<file path="config.mk">
export PLATFORM = sky130hd
export DESIGN_NAME = dma_port_timing
export DESIGN_NICKNAME = d
export VERILOG_FILES = /design/src/rtl/dmat_pkg.sv /design/src/rtl/dmat_cfg.sv /design/src/rtl/dmat_seq.sv /design/src/rtl/dmat_addr.sv /design/src/rtl/dmat_strobe.sv /design/src/rtl/dma_port_timing.sv
export SDC_FILE = /design/constraint.sdc
export NUM_CORES = 1
export LEC_CHECK = 0
export BUFFER_PORTS_ARGS = -buffer_cell sky130_fd_sc_hd__buf_2
export CORE_MARGIN = 4
export CORE_UTILIZATION = 39
export DETAILED_ROUTE_END_ITERATION = 7
export PLACE_DENSITY = 0.71
export SLEW_MARGIN = 15
export SYNTH_ARGS = -nofsm -noshare
export SYNTH_HDL_FRONTEND = slang
export SYNTH_HIERARCHICAL = 1
export SYNTH_SLANG_ARGS = --single-unit
</file>
<file path="constraint.sdc">
create_clock -name clk -period 2.96 [get_ports clk]
set_clock_uncertainty 0.2 [all_clocks]
set_input_delay 0 -clock clk [delete_from_list [all_inputs] [get_ports clk]]
set_output_delay 0 -clock clk [all_outputs]
set_load 0.01 [all_outputs]
</file>
<file path="src/rtl/dmat_pkg.sv">
`timescale 1ns/1ps
// Package: shared configuration type, field positions and length decode
// for the DMA port timing generator. Assumes an 8-bit timing byte.
package dmat_pkg;

    // Bit positions inside the timing byte (behavioural: each picks a strobe).
    localparam int TB_WR   = 7;
    localparam int TB_RD   = 6;
    localparam int TB_MREQ = 3;
    localparam int TB_IORQ = 2;
    localparam logic [1:0] LEN_DEFAULT = 2'b01;
    localparam logic [1:0] LEN_RESVD   = 2'b11;

    // Address step codes.
    localparam logic [1:0] STEP_DN = 2'b00;
    localparam logic [1:0] STEP_UP = 2'b01;

    // Live port configuration; e_* = 1 means "release half a clock early".
    typedef struct packed {
        logic       is_io;
        logic [1:0] step;
        logic [1:0] len;
        logic       e_wr;
        logic       e_rd;
        logic       e_m;
        logic       e_io;
        logic       var_on;
    } port_cfg_t;

    // Number of clocks in a cycle for a length code; reserved code -> 4.
    function automatic logic [2:0] cyc_clocks(input logic [1:0] code);
        case (code)
            2'b00:   return 3'd4;
            2'b01:   return 3'd3;
            2'b10:   return 3'd2;
            default: return 3'd4;
        endcase
    endfunction

endpackage

</file>
<file path="src/rtl/dmat_cfg.sv">
`timescale 1ns/1ps
// Module: dmat_cfg
// Holds the base field and the decoded timing byte, plus the sticky
// reserved-length flag. Writes are accepted only while the port is idle,
// so the configuration is frozen for the length of a cycle.
module dmat_cfg
    import dmat_pkg::*;
(
    input  logic            clk,
    input  logic            rst_n,
    input  logic            idle,
    input  logic            base_we,
    input  logic [2:0]      base_data,
    input  logic            tim_we,
    input  logic [7:0]      tim_data,
    output port_cfg_t       cfg,
    output logic            cfg_err
);

    logic unused_tim_bits;
    assign unused_tim_bits = ^{tim_data[5:4], tim_data[1]};

    // Configuration register: reset defaults, then idle-time writes.
    always_ff @(posedge clk) begin
        if (!rst_n) begin
            cfg.is_io  <= 1'b0;
            cfg.step   <= STEP_DN;
            cfg.len    <= LEN_DEFAULT;
            cfg.e_wr   <= 1'b0;
            cfg.e_rd   <= 1'b0;
            cfg.e_m    <= 1'b0;
            cfg.e_io   <= 1'b0;
            cfg.var_on <= 1'b0;
        end else if (idle) begin
            if (base_we) begin
                cfg.is_io <= base_data[0];
                cfg.step  <= base_data[2:1];
            end
            if (tim_we) begin
                cfg.len    <= tim_data[1:0];
                cfg.e_wr   <= ~tim_data[TB_WR];
                cfg.e_rd   <= ~tim_data[TB_RD];
                cfg.e_m    <= ~tim_data[TB_MREQ];
                cfg.e_io   <= ~tim_data[TB_IORQ];
                cfg.var_on <= 1'b1;
            end
        end
    end

    // Sticky error: set by an idle write of the reserved length code.
    always_ff @(posedge clk) begin
        if (!rst_n)
            cfg_err <= 1'b0;
        else if (idle && tim_we && (tim_data[1:0] == LEN_RESVD))
            cfg_err <= 1'b1;
    end

    p_err_sticky_r7: assert property (@(posedge clk) disable iff (!rst_n)
        cfg_err |=> cfg_err);

    p_err_set_r7: assert property (@(posedge clk) disable iff (!rst_n)
        (idle && tim_we && tim_data[1:0] == LEN_RESVD) |=> cfg_err);

    p_cfg_frozen_r11: assert property (@(posedge clk) disable iff (!rst_n)
        !idle |=> $stable(cfg));

endmodule

</file>
<file path="src/rtl/dmat_seq.sv">
`timescale 1ns/1ps
// Module: dmat_seq
// Rising-edge cycle sequencer: accepts a start while idle, counts the
// clocks of the cycle against the configured length and issues the
// one-clock done pulse. Assumes cyc_len is 2..4 and stable while busy.
module dmat_seq #(
    parameter int CW = 2
) (
    input  logic          clk,
    input  logic          rst_n,
    input  logic          start,
    input  logic          dir_wr,
    input  logic [CW:0]   cyc_len,
    output logic          busy,
    output logic [CW-1:0] cnt,
    output logic          wr_dir,
    output logic          last,
    output logic          done
);

    // Marks the final clock of a running cycle.
    always_comb begin
        last = busy && ({1'b0, cnt} == (cyc_len - 1'b1));
    end

    // Cycle state: idle -> counting -> done pulse.
    always_ff @(posedge clk) begin
        if (!rst_n) begin
            busy   <= 1'b0;
            cnt    <= '0;
            wr_dir <= 1'b0;
            done   <= 1'b0;
        end else begin
            done <= 1'b0;
            if (!busy) begin
                if (start) begin
                    busy   <= 1'b1;
                    cnt    <= '0;
                    wr_dir <= dir_wr;
                end
            end else if (last) begin
                busy <= 1'b0;
                done <= 1'b1;
            end else begin
                cnt <= cnt + 1'b1;
            end
        end
    end

    p_start_accept_r3: assert property (@(posedge clk) disable iff (!rst_n)
        (!busy && start) |=> (busy && cnt == '0));

    p_done_pulse_r8: assert property (@(posedge clk) disable iff (!rst_n)
        done |=> !done);

    p_done_at_end_r8: assert property (@(posedge clk) disable iff (!rst_n)
        last |=> (done && !busy));

    p_no_restart_r11: assert property (@(posedge clk) disable iff (!rst_n)
        (busy && !last) |=> (busy && cnt == $past(cnt) + 1'b1));

endmodule

</file>
<file path="src/rtl/dmat_addr.sv">
`timescale 1ns/1ps
// Module: dmat_addr
// Port address register: loaded while idle, stepped at the edge that
// ends a cycle. Assumes step is stable while a cycle runs.
module dmat_addr
    import dmat_pkg::*;
#(
    parameter int AW = 16
) (
    input  logic          clk,
    input  logic          rst_n,
    input  logic          idle,
    input  logic          ld,
    input  logic [AW-1:0] addr_in,
    input  logic [1:0]    step,
    input  logic          adv,
    output logic [AW-1:0] addr
);

    // Address update: load, or step after a transfer.
    always_ff @(posedge clk) begin
        if (!rst_n) begin
            addr <= '0;
        end else if (idle && ld) begin
            addr <= addr_in;
        end else if (adv) begin
            case (step)
                STEP_DN: addr <= addr - 1'b1;
                STEP_UP: addr <= addr + 1'b1;
                default: addr <= addr;
            endcase
        end
    end

    p_step_up_r9: assert property (@(posedge clk) disable iff (!rst_n)
        (adv && step == STEP_UP) |=> (addr == $past(addr) + 1'b1));

    p_step_dn_r9: assert property (@(posedge clk) disable iff (!rst_n)
        (adv && step == STEP_DN) |=> (addr == $past(addr) - 1'b1));

    p_step_hold_r9: assert property (@(posedge clk) disable iff (!rst_n)
        (adv && step[1]) |=> $stable(addr));

endmodule

</file>
<file path="src/rtl/dmat_strobe.sv">
`timescale 1ns/1ps
// Module: dmat_strobe
// Builds the four active-low strobes. Rising-edge state comes from the
// sequencer; two falling-edge flops mark the second half of the last
// clock and carry the I/O request shifted by half a clock.
module dmat_strobe
    import dmat_pkg::*;
#(
    parameter int CW = 2
) (
    input  logic          clk,
    input  logic          rst_n,
    input  logic          busy,
    input  logic          last,
    input  logic [CW-1:0] cnt,
    input  logic          wr_dir,
    input  port_cfg_t     cfg,
    output logic          mreq_n,
    output logic          iorq_n,
    output logic          rd_n,
    output logic          wr_n
);

    logic last_h;
    logic io_h;
    logic mreq_on, iorq_on, rd_on, wr_on;

    // Falling-edge half-clock markers.
    always_ff @(negedge clk) begin
        if (!rst_n) begin
            last_h <= 1'b0;
            io_h   <= 1'b0;
        end else begin
            last_h <= last;
            io_h   <= busy && cfg.is_io;
        end
    end

    // Strobe decode, with early release in the last half clock.
    always_comb begin
        mreq_on = busy && !cfg.is_io && !(cfg.e_m && last_h);
        rd_on   = busy && !wr_dir && !(cfg.e_rd && last_h);
        wr_on   = busy && wr_dir && (cnt != '0) && !(cfg.e_wr && last_h);
        if (cfg.var_on)
            iorq_on = io_h && (busy || !cfg.e_io);
        else
            iorq_on = busy && cfg.is_io && !(cfg.e_io && last_h);
    end

    // Drive the active-low outputs.
    always_comb begin
        mreq_n = !mreq_on;
        iorq_n = !iorq_on;
        rd_n   = !rd_on;
        wr_n   = !wr_on;
    end

    p_rw_excl_r4: assert property (@(posedge clk) disable iff (!rst_n)
        !(!rd_n && !wr_n));

    p_space_excl_r2: assert property (@(posedge clk) disable iff (!rst_n)
        !(!mreq_n && !iorq_n));

    p_idle_quiet_r1: assert property (@(posedge clk) disable iff (!rst_n)
        (!busy && !$past(busy)) |-> (mreq_n && iorq_n && rd_n && wr_n));

    p_wr_late_r4: assert property (@(posedge clk) disable iff (!rst_n)
        (busy && cnt == '0) |-> wr_n);

endmodule

</file>
<file path="src/rtl/dma_port_timing.sv">
`timescale 1ns/1ps
// Module: dma_port_timing (top)
// One DMA port's bus cycle generator: configuration, rising-edge
// sequencer, address register and dual-edge strobe decode.
// Assumes the engine waits for done before the next start.
module dma_port_timing
    import dmat_pkg::*;
#(
    parameter int AW = 16
) (
    input  logic          clk,
    input  logic          rst_n,
    input  logic          base_we,
    input  logic [2:0]    base_data,
    input  logic          tim_we,
    input  logic [7:0]    tim_data,
    input  logic          addr_ld,
    input  logic [AW-1:0] addr_in,
    input  logic          start,
    input  logic          dir_wr,
    output logic          mreq_n,
    output logic          iorq_n,
    output logic          rd_n,
    output logic          wr_n,
    output logic [AW-1:0] addr_out,
    output logic          done,
    output logic          cfg_err
);

    localparam int CW = 2;

    port_cfg_t     cfg;
    logic          busy, last, wr_dir, idle;
    logic [CW-1:0] cnt;
    logic [CW:0]   cyc_len;

    assign idle    = !busy;
    assign cyc_len = cyc_clocks(cfg.len);

    dmat_cfg u_cfg (
        .clk(clk), .rst_n(rst_n), .idle(idle),
        .base_we(base_we), .base_data(base_data),
        .tim_we(tim_we), .tim_data(tim_data),
        .cfg(cfg), .cfg_err(cfg_err)
    );

    dmat_seq #(.CW(CW)) u_seq (
        .clk(clk), .rst_n(rst_n), .start(start), .dir_wr(dir_wr),
        .cyc_len(cyc_len), .busy(busy), .cnt(cnt), .wr_dir(wr_dir),
        .last(last), .done(done)
    );

    dmat_addr #(.AW(AW)) u_addr (
        .clk(clk), .rst_n(rst_n), .idle(idle), .ld(addr_ld),
        .addr_in(addr_in), .step(cfg.step), .adv(last), .addr(addr_out)
    );

    dmat_strobe #(.CW(CW)) u_strobe (
        .clk(clk), .rst_n(rst_n), .busy(busy), .last(last), .cnt(cnt),
        .wr_dir(wr_dir), .cfg(cfg),
        .mreq_n(mreq_n), .iorq_n(iorq_n), .rd_n(rd_n), .wr_n(wr_n)
    );

endmodule

</file>
## Yosys cells after proc, flatten, opt, wreduce, memory -nomap -nowiden

Index checks and enable logic that the tools add are counted.
Widths: inputs -> output; s select.

| storage, ports and cells | value |
|---|---|
| bits in registers | 34 |
| output and inout bits | 22 |

| operators by class | value |
|---|---|
| $add $sub $neg | 4 |
| eq/ne operators | 6 |
| multiplexer cells | 12 |
| bitwise gates (word level) | 5 |
| reduce and logical (&&, ||, !) cells | 42 |

Operator list:

| kind | count |
|---|---|
| $mux 16 | 2 |
| $pmux 16 s2 | 1 |
| $logic_and 1x1->1 | 18 |
| $add 16x1->16 const B | 1 |
| $sub 16x1->16 const B | 1 |
| $logic_not 1->1 | 12 |
| $reduce_and 2->1 | 6 |
| $mux 2 | 3 |
| $pmux 3 s2 | 1 |
| $reduce_bool 2->1 | 3 |
| $mux 1 | 5 |
| $not 1->1 | 5 |
| $eq 2x1->1 const B | 2 |
| $eq 2x2->1 const B | 2 |
| $eq 2x3->1 | 1 |
| $reduce_bool 3->1 | 1 |
| $sub 3x1->3 const B | 1 |
| $add 2x1->2 const B | 1 |
| $logic_not 2->1 | 1 |
| $ne 2x2->1 const B | 1 |
| $logic_or 1x1->1 | 1 |

## Depth between registers and ports, before layout

| depth | value |
|---|---|
| word-level depth | 7 |
| gate-level depth with buffers | 14 |
| gate-level depth less buffers | 13 |

## Modules after synthesis

The synthesis kept the hierarchy.

Modules (own cells, without submodules):

| module | times used | cells an instance | area each (µm²) | sequential area each (µm²) |
|---|---|---|---|---|
| dmat_addr | 1 | 172 | 1377.6 | 320.3 |
| dmat_cfg | 1 | 42 | 449.2 | 220.2 |
| dmat_seq | 1 | 30 | 276.5 | 100.1 |
| dmat_strobe | 1 | 15 | 120.1 | 40.0 |
| dma_port_timing | 1 | 4 | 23.8 | 0.0 |

==> results.yml <==
place:
  gp_congestion: 0.864
  dp_hpwl_um: 4160
  portBuffers: 53
  postPlaceCellArea_um2: 2670
logic_synthesis:
  synthTopCellsByArea: "dfxtp_1 30%, ha_1 10%, a21oi_1 6.7%, nand2_1 4.0%, a211oi_2 3.3%"
  synth_top_area_cell: "dfxtp_1"
  synthFlopType: "dfxtp_1"
  netlist_area_um2: 2250
  synth_edf_count: 0
  synthDistinctLibCells: 53
  ys_ff_latch: 34
  ys_seq_area_frac: 0.303
  ys.warnings.count: 6
  synthArstFlopShare: 0
  synthesis.nets: 316
  synth_top_cell_area_share: 0.303
  synthCells: 263
  avgSynthCellArea_um2: 8.54
floorplan:
  core_um2: 5540
  die-area_um2: 7040
  rows: 27
  die_width_um: 83.9
  die_h_um: 83.9
  start_util: 0.406
  io_pins: 56
timing:
  timing.final.hold_violations: 0
  slew_viol_final: 0
  setup_viol: 1
  slew_headroom: 0.643
  worst_pin_slew_ns: 0.533
  whs_ns: 0.0560
  rsz0062_at_grt: "yes"
  layout_setup_ws_ns: -0.230
critical_path:
  cp-end-kind: "flip-flop"
  r2r-start: "u_cfg/cfg[6]$_SDFFE_PN0P_"
  arrival_ns: 1.80
  crit_type: "reg -> reg"
  worstPathRequired_ns: 1.57
  cp-start-kind: "flip-flop"
  path_max_fanout: 2
  crit_start: "u_cfg/cfg[6]$_SDFFE_PN0P_"
finish:
  layout_common_cells: "53 x buf_2, 45 x dlygate4sd3_1, 32 x dfxtp_1"
  area_delta_synth_final_pct: 48.3
  final_common_cell: "buf_2"
  fin_nets: 431
  stdcell_area_um2: 3330
  antenna_cells: 0
  drive_above_1_share: 0.288
run:
  drv_cap: 0
clock_tree:
  htreeDepth: 2
  cts_made_buffers: 5
  cts_root_buf: "clkbuf_8"
  clk_pin_slew_ns: 0.08
  clkSinkCount: 34
  cts_tree: "done"
  worstSkewPairLatency_ns: 0.29
  cts_buffer_depth: 2
grt:
  grt_pass1_vias: 2434
  grt_first_pass_wirelength_um: 10800
  grt_max_degree: 25
  grtUsageTotal: 0.182
  antenna_found_initial: 0
  grt_overflow: 0
route:
  ant_nets: 0
  drt-wirelength-per-cell_um: 14.0
  dr_total_vias: 2383
  routed_via_density: 5.28
  wl_um: 6320
  drt-pass1-iter-count: 4
  drc: 0
  dr.first_iter.drc_count: 138
power_and_ir_drop:
  ir_worst_vdd_uv: 224
  total_leakage_power_nw: 1.53
  power.density_nw_per_um2: 520
outcome:
  status: "finished, violations left"
  failed_checks: "setup timing"
worst_hold_path:
  hp-start: "addr_ld"
  min_path_type: "in -> reg"
==> repair_timing <==
action	in CTS	in global routing
gates resized for setup	1	7
hold endpoints to repair	31	0
setup endpoints to repair	1	5
pin swaps	1	0
hold buffers	46	0
buffers inserted	2	3
gates cloned	0	1
==> registers in the layout, indices dropped and copies added (netlist names) <==
signal and cells:
u_addr/addr 16, u_cfg/cfg 10, u_cfg/cfg_err 1, u_seq/busy 1, u_seq/cnt 2, u_seq/done 1
u_seq/wr_dir 1, u_strobe/io_h 1, u_strobe/last_h 1
==> per-layer routing <==
metal | track usage | wire length [um] | vias to the layer above
met2 | 0.301 | 3010 | 68
li1 | - | - | 1199
met4 | 0.0731 | 119 | 0
met1 | 0.234 | 2890 | 1104
met5 | 0 | 0 | -
met3 | 0.0326 | 305 | 12
==> power by group <==
part           switching (W)  internal [W]
sequential         0.0000429      0.000504
combinational       0.000373      0.000362
clock               0.000197      0.000254
==> layout make-up <==
cell class              instances  area, um^2
clock buffers                   5        68.8
repair buffers                116         881
inverters                      15        56.3
clock inverters                 5        52.6
well taps                      72        90.1
flip-flops and latches         34         683
fillers                       502        2210
multi-input cells             204        1500
==> final timing paths <==
path	end	slack [ns]	depth (start not counted)
max	u_strobe/last_h$_SDFF_NN0_	-0.23	9
min	u_addr/addr[0]$_SDFFE_PN0P_	0.06	3
max reg2reg	u_strobe/last_h$_SDFF_NN0_	-0.23	9
min reg2reg	u_cfg/cfg_err$_SDFFE_PN0P_	0.27	2
==> synthesized netlist by cell type (all sizes together), types with 3 or more instances <==
cell     n
a211o    4
a211oi  13
a21bo    4
a21o     5
a21oi   31
a31oi    6
and2     5
buf      3
clkbuf   6
dfxtp   34
ha      18
inv     15
nand2   25
nand2b   3
nand3    6
nand4    3
nor2    13
o211a    6
o211ai   6
o21ai   14
o221ai   5
xnor2    8
xor2     6
==> worst max-delay path, stage by stage (launching register included) <==
cell	delay [ns]
dfxtp_2	0.34
inv_2	0.04
ha_4	0.21
inv_2	0.05
inv_2	0.04
ha_4	0.26
xor2_2	0.17
nand4_1	0.16
inv_1	0.12
and2_1	0.12
==> through the flow <==
stage / power (W) / std cells / util / setup slack [ns] / setup TNS, ns
floorplan: 0.00103 / 263 / - / -0.184 / -0.184
global placement: 0.00119 / 391 / 0.483 / -0.163 / -0.163
detailed placement: 0.00120 / 391 / 0.483 / -0.199 / -0.199
CTS: 0.00171 / 448 / 0.590 / -0.137 / -0.137
global route: 0.00185 / 451 / 0.601 / -0.330 / -0.348
finish: 0.00173 / 451 / 0.601 / -0.230 / -0.230
==> cell families after synthesis <==
kind of cell             synth area share
AO/OA/AOI/OAI                       0.318
AND/OR/NAND/NOR                     0.157
flip-flops                          0.303
buffers and inverters              0.0501
adder cells (fa/ha/maj)             0.109
XOR/XNOR                           0.0579
multiplexers                      0.00445
No activity file was read; power rests on OpenSTA's default activity.
